## src/rtl/swi_codec_pkg.sv

```systemverilog
package swi_codec_pkg;
    localparam int BYTE_W = 8;
    localparam int IDX_W  = $clog2(BYTE_W);

    typedef enum logic {
        RX_IDLE = 1'b0,
        RX_MEAS = 1'b1
    } rx_state_e;
endpackage

```

## src/rtl/swi_sync.sv

```systemverilog
module swi_sync #(
    parameter int STAGES = 2
) (
    input  logic clk,
    input  logic rst_n,
    input  logic async_i,
    output logic sync_o
);
    logic [STAGES-1:0] stage_q;

    generate
        if (STAGES == 1) begin : g_one
            always_ff @(posedge clk or negedge rst_n) begin
                if (!rst_n) stage_q <= 1'b1;
                else        stage_q <= async_i;
            end
        end else begin : g_chain
            always_ff @(posedge clk or negedge rst_n) begin
                if (!rst_n) stage_q <= '1;
                else        stage_q <= {stage_q[STAGES-2:0], async_i};
            end
        end
    endgenerate

    assign sync_o = stage_q[STAGES-1];
endmodule

```

## src/rtl/swi_rx.sv

```systemverilog
module swi_rx
    import swi_codec_pkg::*;
#(
    parameter int ZERO_WIN_CYC = 651
) (
    input  logic              clk,
    input  logic              rst_n,
    input  logic              line_s,
    input  logic              gate_i,
    input  logic              rx_ready,
    output logic [BYTE_W-1:0] rx_data,
    output logic              rx_valid,
    output logic              start_fall_o,
    output logic              any_fall_o
);
    localparam int CW = $clog2(ZERO_WIN_CYC + 1);

    typedef struct packed {
        rx_state_e         st;
        logic              prev;
        logic [CW-1:0]     cnt;
        logic              zero;
        logic [BYTE_W-1:0] shreg;
        logic [IDX_W-1:0]  nbits;
        logic [BYTE_W-1:0] data;
        logic              valid;
    } rx_reg_t;

    rx_reg_t q, d;
    logic    fall;
    logic    bit_val;
    logic [BYTE_W-1:0] shifted;

    always_comb begin
        d            = q;
        d.prev       = line_s;
        fall         = q.prev & ~line_s;
        start_fall_o = 1'b0;
        bit_val      = 1'b1;
        shifted      = q.shreg;

        if (q.valid && rx_ready) d.valid = 1'b0;

        if (gate_i) begin
            d.st    = RX_IDLE;
            d.nbits = '0;
        end else begin
            case (q.st)
                RX_IDLE: begin
                    if (fall) begin
                        d.st         = RX_MEAS;
                        d.cnt        = '0;
                        d.zero       = 1'b0;
                        start_fall_o = 1'b1;
                    end
                end
                default: begin
                    d.cnt = q.cnt + 1'b1;
                    if (fall) d.zero = 1'b1;
                    if (q.cnt == CW'(ZERO_WIN_CYC - 1)) begin
                        d.st    = RX_IDLE;
                        bit_val = ~(q.zero | fall);
                        shifted = {bit_val, q.shreg[BYTE_W-1:1]};
                        d.shreg = shifted;
                        d.nbits = q.nbits + 1'b1;
                        if (q.nbits == IDX_W'(BYTE_W - 1)) begin
                            if (!d.valid) begin
                                d.data  = shifted;
                                d.valid = 1'b1;
                            end
                        end
                    end
                end
            endcase
        end
    end

    always_ff @(posedge clk or negedge rst_n) begin
        if (!rst_n) begin
            q       <= '0;
            q.st    <= RX_IDLE;
            q.prev  <= 1'b1;
        end else begin
            q <= d;
        end
    end

    assign rx_data    = q.data;
    assign rx_valid   = q.valid;
    assign any_fall_o = fall;
endmodule

```

## src/rtl/swi_tx.sv

```systemverilog
module swi_tx
    import swi_codec_pkg::*;
#(
    parameter int PULSE_CYC  = 217,
    parameter int TX_BIT_CYC = 2700
) (
    input  logic              clk,
    input  logic              rst_n,
    input  logic [BYTE_W-1:0] tx_data,
    input  logic              tx_valid,
    input  logic              allow_i,
    output logic              tx_ready,
    output logic              line_oe,
    output logic              busy_o
);
    localparam int CW = $clog2(TX_BIT_CYC + 1);

    typedef struct packed {
        logic              busy;
        logic [CW-1:0]     cnt;
        logic [IDX_W-1:0]  idx;
        logic [BYTE_W-1:0] shreg;
    } tx_reg_t;

    tx_reg_t q, d;

    assign tx_ready = ~q.busy & allow_i;

    always_comb begin
        d = q;
        if (!q.busy) begin
            if (tx_valid && tx_ready) begin
                d.busy  = 1'b1;
                d.cnt   = '0;
                d.idx   = '0;
                d.shreg = tx_data;
            end
        end else begin
            d.cnt = q.cnt + 1'b1;
            if (q.cnt == CW'(TX_BIT_CYC - 1)) begin
                d.cnt   = '0;
                d.shreg = {1'b0, q.shreg[BYTE_W-1:1]};
                d.idx   = q.idx + 1'b1;
                if (q.idx == IDX_W'(BYTE_W - 1)) d.busy = 1'b0;
            end
        end
    end

    always_ff @(posedge clk or negedge rst_n) begin
        if (!rst_n) q <= '0;
        else        q <= d;
    end

    always_comb begin
        line_oe = 1'b0;
        if (q.busy) begin
            if (q.cnt < CW'(PULSE_CYC))
                line_oe = 1'b1;
            else if (!q.shreg[0] && q.cnt >= CW'(2 * PULSE_CYC) && q.cnt < CW'(3 * PULSE_CYC))
                line_oe = 1'b1;
        end
    end

    assign busy_o = q.busy;
endmodule

```

## src/rtl/swi_link_timer.sv

```systemverilog
module swi_link_timer #(
    parameter int TURN_CYC     = 4800,
    parameter int IDLE_TMO_CYC = 3250000
) (
    input  logic clk,
    input  logic rst_n,
    input  logic start_fall_i,
    input  logic any_fall_i,
    input  logic tx_busy_i,
    output logic gap_ok_o,
    output logic timeout_o
);
    localparam int GW = $clog2(TURN_CYC + 1);
    localparam int IW = $clog2(IDLE_TMO_CYC + 1);

    typedef struct packed {
        logic [GW-1:0] gap;
        logic [IW-1:0] idle;
    } tmr_reg_t;

    tmr_reg_t q, d;

    always_comb begin
        d = q;
        if (start_fall_i)
            d.gap = '0;
        else if (q.gap != GW'(TURN_CYC))
            d.gap = q.gap + 1'b1;

        if (any_fall_i || tx_busy_i)
            d.idle = '0;
        else if (q.idle != IW'(IDLE_TMO_CYC))
            d.idle = q.idle + 1'b1;
    end

    always_ff @(posedge clk or negedge rst_n) begin
        if (!rst_n) begin
            q.gap  <= GW'(TURN_CYC);
            q.idle <= '0;
        end else begin
            q <= d;
        end
    end

    assign gap_ok_o  = (q.gap == GW'(TURN_CYC));
    assign timeout_o = (q.idle == IW'(IDLE_TMO_CYC));
endmodule

```

## src/rtl/swi_bit_codec.sv

```systemverilog
module swi_bit_codec #(
    parameter int PULSE_CYC    = 217,
    parameter int ZERO_WIN_CYC = 651,
    parameter int TX_BIT_CYC   = 2700,
    parameter int TURN_CYC     = 4800,
    parameter int IDLE_TMO_CYC = 3250000,
    parameter int SYNC_STAGES  = 2
) (
    input  logic       clk,
    input  logic       rst_n,
    input  logic [7:0] tx_data,
    input  logic       tx_valid,
    output logic       tx_ready,
    output logic [7:0] rx_data,
    output logic       rx_valid,
    input  logic       rx_ready,
    input  logic       line_i,
    output logic       line_oe,
    output logic       timeout_o
);
    logic line_s;
    logic tx_busy;
    logic gap_ok;
    logic start_fall;
    logic any_fall;

    swi_sync #(.STAGES(SYNC_STAGES)) u_sync (
        .clk     (clk),
        .rst_n   (rst_n),
        .async_i (line_i),
        .sync_o  (line_s)
    );

    swi_rx #(.ZERO_WIN_CYC(ZERO_WIN_CYC)) u_rx (
        .clk          (clk),
        .rst_n        (rst_n),
        .line_s       (line_s),
        .gate_i       (tx_busy),
        .rx_ready     (rx_ready),
        .rx_data      (rx_data),
        .rx_valid     (rx_valid),
        .start_fall_o (start_fall),
        .any_fall_o   (any_fall)
    );

    swi_tx #(.PULSE_CYC(PULSE_CYC), .TX_BIT_CYC(TX_BIT_CYC)) u_tx (
        .clk      (clk),
        .rst_n    (rst_n),
        .tx_data  (tx_data),
        .tx_valid (tx_valid),
        .allow_i  (gap_ok),
        .tx_ready (tx_ready),
        .line_oe  (line_oe),
        .busy_o   (tx_busy)
    );

    swi_link_timer #(.TURN_CYC(TURN_CYC), .IDLE_TMO_CYC(IDLE_TMO_CYC)) u_tmr (
        .clk          (clk),
        .rst_n        (rst_n),
        .start_fall_i (start_fall),
        .any_fall_i   (any_fall),
        .tx_busy_i    (tx_busy),
        .gap_ok_o     (gap_ok),
        .timeout_o    (timeout_o)
    );
endmodule

```

## config.mk

```make
export PLATFORM = sky130hd
export DESIGN_NAME = swi_bit_codec
export DESIGN_NICKNAME = d
export VERILOG_FILES = /design/src/rtl/swi_codec_pkg.sv /design/src/rtl/swi_sync.sv /design/src/rtl/swi_rx.sv /design/src/rtl/swi_tx.sv /design/src/rtl/swi_link_timer.sv /design/src/rtl/swi_bit_codec.sv
export SDC_FILE = /design/constraint.sdc
export NUM_CORES = 1
export LEC_CHECK = 0
export ABC_AREA = 1
export BUFFER_PORTS_ARGS = -buffer_cell sky130_fd_sc_hd__buf_2
export CORE_UTILIZATION = 60
export CTS_BUF_LIST = sky130_fd_sc_hd__clkbuf_8
export CTS_CLUSTER_SIZE = 14
export DETAILED_ROUTE_END_ITERATION = 10
export GPL_TIMING_DRIVEN = 0
export PLACE_DENSITY = 0.8
export REMOVE_ABC_BUFFERS = 1
export SLEW_MARGIN = 15
export SYNTH_ARGS = -nofsm -noshare
export SYNTH_HDL_FRONTEND = slang
export SYNTH_SLANG_ARGS = --single-unit
```

## constraint.sdc

```tcl
create_clock -name clk -period 4.9 [get_ports clk]
set_clock_uncertainty 0.2 [all_clocks]
set_input_delay 0 -clock clk [delete_from_list [all_inputs] [get_ports clk]]
set_output_delay 0 -clock clk [all_outputs]
set_load 0.05 [all_outputs]
```

After elaboration in Yosys (flattened, before gate mapping)
Cells that the tools add are included.
{"block": "totals", "regBits": 94, "input_bits": 13, "output_inout_bits": 12, "wordCells": 85}
{"block": "op_classes", "n_addsub": 6, "magnitude_cmp": 3, "eq_ne": 9, "n_mux": 27, "bitwise_logic": 7, "reduce_logical": 18}
{"op": "$mux 24", "n": 3}
{"op": "$mux 22", "n": 2}
{"op": "$mux 13", "n": 2}
{"op": "$mux 12", "n": 2}
{"op": "$add 22x1->22 const B", "n": 1}
{"op": "$eq 22x22->1 const B", "n": 1}
{"op": "$mux 11", "n": 2}
{"op": "$ne 22x22->1 const B", "n": 1}
{"op": "$mux 9", "n": 2}
{"op": "$add 13x1->13 const B", "n": 1}
{"op": "$eq 13x13->1 const B", "n": 1}
{"op": "$mux 1", "n": 13}
{"op": "$ne 13x13->1 const B", "n": 1}
{"op": "$add 12x1->12 const B", "n": 1}
{"op": "$eq 12x12->1 const B", "n": 1}
{"op": "$ge 12x9->1 const B", "n": 1}
{"op": "$lt 12x10->1 const B", "n": 1}
{"op": "$lt 12x8->1 const B", "n": 1}
{"op": "$reduce_bool 2->1", "n": 6}
{"op": "$add 10x1->10 const B", "n": 1}
{"op": "$eq 10x10->1 const B", "n": 1}
{"op": "$reduce_and 2->1", "n": 4}
{"op": "$add 3x1->3 const B", "n": 2}
{"op": "$eq 3x3->1 const B", "n": 2}
{"op": "10 further kinds", "n": 17}

Longest topological paths before layout
{"block": "depth", "depth_word": 9, "ltp_mapped": 10, "depth_no_buf": 10}

Modules after synthesis
A second synthesis with hierarchy kept.
{"block": "hier_totals", "hier_cells": 692, "area_unflattened_um2": 5197.5}
{"mod": "swi_link_timer", "n_inst": 1, "cells_each": 306, "area_each_um2": 2132.0, "seq_area_each_um2": 880.8}
{"mod": "swi_rx", "n_inst": 1, "cells_each": 190, "area_each_um2": 1604.0, "seq_area_each_um2": 802.0}
{"mod": "swi_tx", "n_inst": 1, "cells_each": 194, "area_each_um2": 1408.9, "seq_area_each_um2": 600.6}
{"mod": "swi_sync", "n_inst": 1, "cells_each": 2, "area_each_um2": 52.6, "seq_area_each_um2": 52.6}

Worst setup path after synthesis
Ideal clock, no wire load.
{"block": "synth_path", "path_type": "register to output", "start": "register u_tmr.q[0] (netlist bit)", "end": "output port timeout_o", "arrival_ns": 2.310, "required_ns": 4.700, "slack_ns": 2.390, "stages_incl_launch_ff": 6, "path_buffers": 0, "path_cell_list": "dfrtp_1 > inv_1 > ha_1 > nand3_1 > nand3b_1 > nor4_1"}
{"block": "synth_via", "elab_chain_cells": 1}
{"element": "start, declared", "line_no": "swi_link_timer.sv:21", "text": "tmr_reg_t q, d;"}
{"element": "$eq 22x22->1", "line_no": "swi_link_timer.sv:46", "text": "assign timeout_o = (q.idle == IW'(IDLE_TMO_CYC));"}
{"element": "end, declared", "line_no": "swi_bit_codec.sv:19", "text": "output logic timeout_o"}
Every way passes these cells.

Worst setup path in the final report
{"block": "layout_path", "start": "register u_tx.q, in the netlist u_tx.busy_o", "end": "register u_rx.q[29] (netlist bit)"}
{"block": "layout_via", "elab_chain_cells": 2}
{"element": "start, declared", "line_no": "swi_tx.sv:25", "text": "tx_reg_t q, d;"}
{"element": "start signal, assigned", "line_no": "swi_tx.sv:50", "text": "if (!rst_n) q <= '0;"}
{"element": "start signal, assigned", "line_no": "swi_tx.sv:51", "text": "else q <= d;"}
{"element": "$not 1->1 (no line)"}
{"element": "$reduce_and 2->1 (no line)"}
{"element": "end, declared", "line_no": "swi_rx.sv:29", "text": "rx_reg_t q, d;"}
Every way passes these cells.
A chain may end at the register's enable or synchronous reset.

==> metrics.txt <==
mux cell area share after synthesis=0%; Mapped Area=0.00530 sq mm; FFs w/ async S/R, synth=100%; DP Worst Slack=2.00 ns; Detailed Route Iter0 Violations=239; drt via density=5.56; Seq/Total Area, Yosys=44.1%; largest net degree at the start of global routing=53; worst flop-to-flop path startpoint=u_tx.busy_o$_DFF_PN0_; CTS Root Cell=clkbuf_8; PostCTS Resize Cnt=0; Synth top area share=40.6%; Slew headroom=39.4%; CTS buffer count=9; Worst VDD drop=0.139 mV; Final setup violation count=0; Final Cycle Share=60.0%; simple-gate area share of the yosys netlist=38.4%; CTS max path bufs=2; post-route ant nets=0; Min-Delay Path Class=primary input to async pin; Final Hold Fails=0; NumNets Final=775; area grow syn2layout=10.4%; Adder-Cell Fraction of Synth Area=3.07%; Synth top cells by count=nand2_1, nor2_1, dfrtp_1; Tmin final=2.94 ns; area leader, netlist=dfrtp_1; critical path fanouts, max=31; Int Pwr=1090 uW; sequential power share=55.5%; final setup margin=1.96 ns; total track usage=28.2%; Routed WL=11,500 um; initial antenna violation count=0; ranking of synthesized cells by area=dfrtp_1, nand2_1, nand3_1; Worst Tran Pin Value=0.906 ns; M3 GR Usage=3.63%; Initial Util=63.3%; Routed wire per std cell=13.3 um; CTS Hold Buffers Added=18; largest family of logic cells by synthesized area=simple AND/OR/NAND/NOR gates; grt met1 use=36.6%; gpl congestion=0.900; leakage=0.00280 uW; Avg Inst Size Synth=7.42 sq um; top-count cell post-synth=nand2_1; DRT Pass-1 Iters=5; standard cell core area=0.00838 sq mm; ys flop type=dfrtp_1; fmax=340 MHz; busiest layer in global routing=met2; ANT cells=0; Crit Path Category=flip-flop to flip-flop; worst-skew pair later-pin latency=0.37 ns; hold_ws=0.00591 ns; Post-CTS Setup Inserts=0; clock share of power=42.3%; Reg clk slew, reported paths=0.10 ns; DR vias=4,772; first-pass GRT wire length=20,400 um; Post-synth EDFFs=0; crit path launch type=flip-flop; TNS Setup=0 ns; CP Capture Type=flip-flop; switching share of power=21.7%; synthesis-stage register bit count=93; CP Data Required Time=4.95 ns; Detail Placement HPWL=7730 um; grt met2 use=47.2%; chip height=96.0 um; outcome=complete, no violations; MaxCap Viol Count=0; die area=0.00922 sq mm; PD cells=237 mW/mm^2; Reg2Reg Setup Slack=1.96 ns; FF-to-FF path depth=8; fillers=678; max-slew violations=0; worst flop-to-flop path endpoint=u_rx.q[29]$_DFFE_PN0P_; Synth Area in XOR/XNOR=0.826%; synth unique cells=36; Synth Area in Compound Gates=5.21%; share of cells above drive strength 1=10.7%; die width=96.0 um; TritonCTS clock tree=yes; # DRC=0; RSZ-0062 raised after global routing=false; Remaining Overflow, GRT=0; H-tree lvl count=3; Worst EP arrival=2.99 ns; clk sink count=93; Mapped Cells=715; Syn. warnings=0; io pins=25; Sw Pwr=301 uW; Rows=33; vias in the first global route=4,664; share of total power in combinational logic=2.3%; IO Port Bufs=24
## cell families after synthesis
family	count (synthesis)
flip-flops	93
buffers and inverters	103
AO/OA/AOI/OAI	53
adder cells (fa/ha/maj)	13
XOR/XNOR	5
AND/OR/NAND/NOR	448
## critical path, cell delays in order, from the launching register on
cell and delay (ns):
dfrtp_1 0.60, inv_2 0.54, nand2_1 0.22, nor2_1 0.73, inv_2 0.24, nand2_1 0.12, nand2_1 0.05, o21ai_0 0.07
inv_1 0.05
## area by class of cell
type                       instances  area (sq um)  share of cell area, %
tap                              105           131                   2.24
timing repair buffer              43           323                   5.52
sequential                        93          2340                   39.9
multi-input combinational        519          2520                   43.0
clock inverter                     6          95.1                   1.62
inverter                          83           312                   5.32
clock buffer                      10           138                   2.35
## worst max-delay path by stage
stage                           startpoint                      to  cells after the start
finish               u_tx.busy_o$_DFF_PN0_  u_rx.q[29]$_DFFE_PN0P_                      8
global route         u_tx.busy_o$_DFF_PN0_  u_rx.q[29]$_DFFE_PN0P_                      8
CTS                  u_tx.busy_o$_DFF_PN0_  u_rx.q[29]$_DFFE_PN0P_                      8
detailed placement   u_tx.busy_o$_DFF_PN0_  u_rx.q[29]$_DFFE_PN0P_                      8
global placement     u_tx.busy_o$_DFF_PN0_  u_rx.q[29]$_DFFE_PN0P_                      8
floorplan           u_tmr.q[0]$_DFFE_PN0P_               timeout_o                      5
## power groups by stage
stage / logic, uW / registers [uW] / clock network (uW)
finish: 31.3 / 770 / 587
global route: 35.8 / 770 / 635
CTS: 31.4 / 770 / 600
detailed placement: 24.7 / 785 / 0
global placement: 22.0 / 785 / 0
floorplan: 1.09 / 785 / 0
## placed cells by master (no fill, tap or decap), types with 2 or more instances in the layout
| cell | n |
|---|---|
| buf_2 | 23 |
| nor2_2 | 7 |
| nor2_1 | 99 |
| dfrtp_1 | 86 |
| nor4_1 | 3 |
| nor2_4 | 3 |
| dlygate4sd3_1 | 18 |
| nand3_1 | 76 |
| a211oi_1 | 3 |
| o21ai_0 | 28 |
| nand3b_1 | 3 |
| xor2_1 | 4 |
| nand2_2 | 6 |
| dfstp_2 | 7 |
| nor3_1 | 16 |
| nand2_1 | 192 |
| nand4_2 | 2 |
| inv_2 | 8 |
| ha_1 | 13 |
| clkbuf_8 | 10 |
| clkinv_4 | 3 |
| a21oi_1 | 20 |
| bufinv_16 | 2 |
| nand4_1 | 34 |
| inv_1 | 74 |
## routing by layer
layer | up-vias | wire (um)
li1 | 2381 | -
met1 | 2224 | 5220
met2 | 145 | 5550
met3 | 22 | 450
met4 | 0 | 237
met5 | - | 0
## through the flow
stage | total power, uW | instance area, sq um | utilization, % | std cells
after global placement | 807 | 5420 | 64.6 | 824
after detailed placement | 809 | 5440 | 64.9 | 825
after global routing | 1440 | 5850 | 69.8 | 859
final | 1390 | 5850 | 69.8 | 859
after floorplan | 786 | 5170 | - | 695
after CTS | 1400 | 5850 | 69.8 | 859
## flip-flops by register name (all words and copies together) (netlist names)
name            count
u_rx.q             23
u_rx.rx_data        8
u_rx.rx_valid       1
u_sync.stage_q      2
u_tmr.q            35
u_tx.busy_o         1
u_tx.q             23
(Power assumes the default switching activity.)
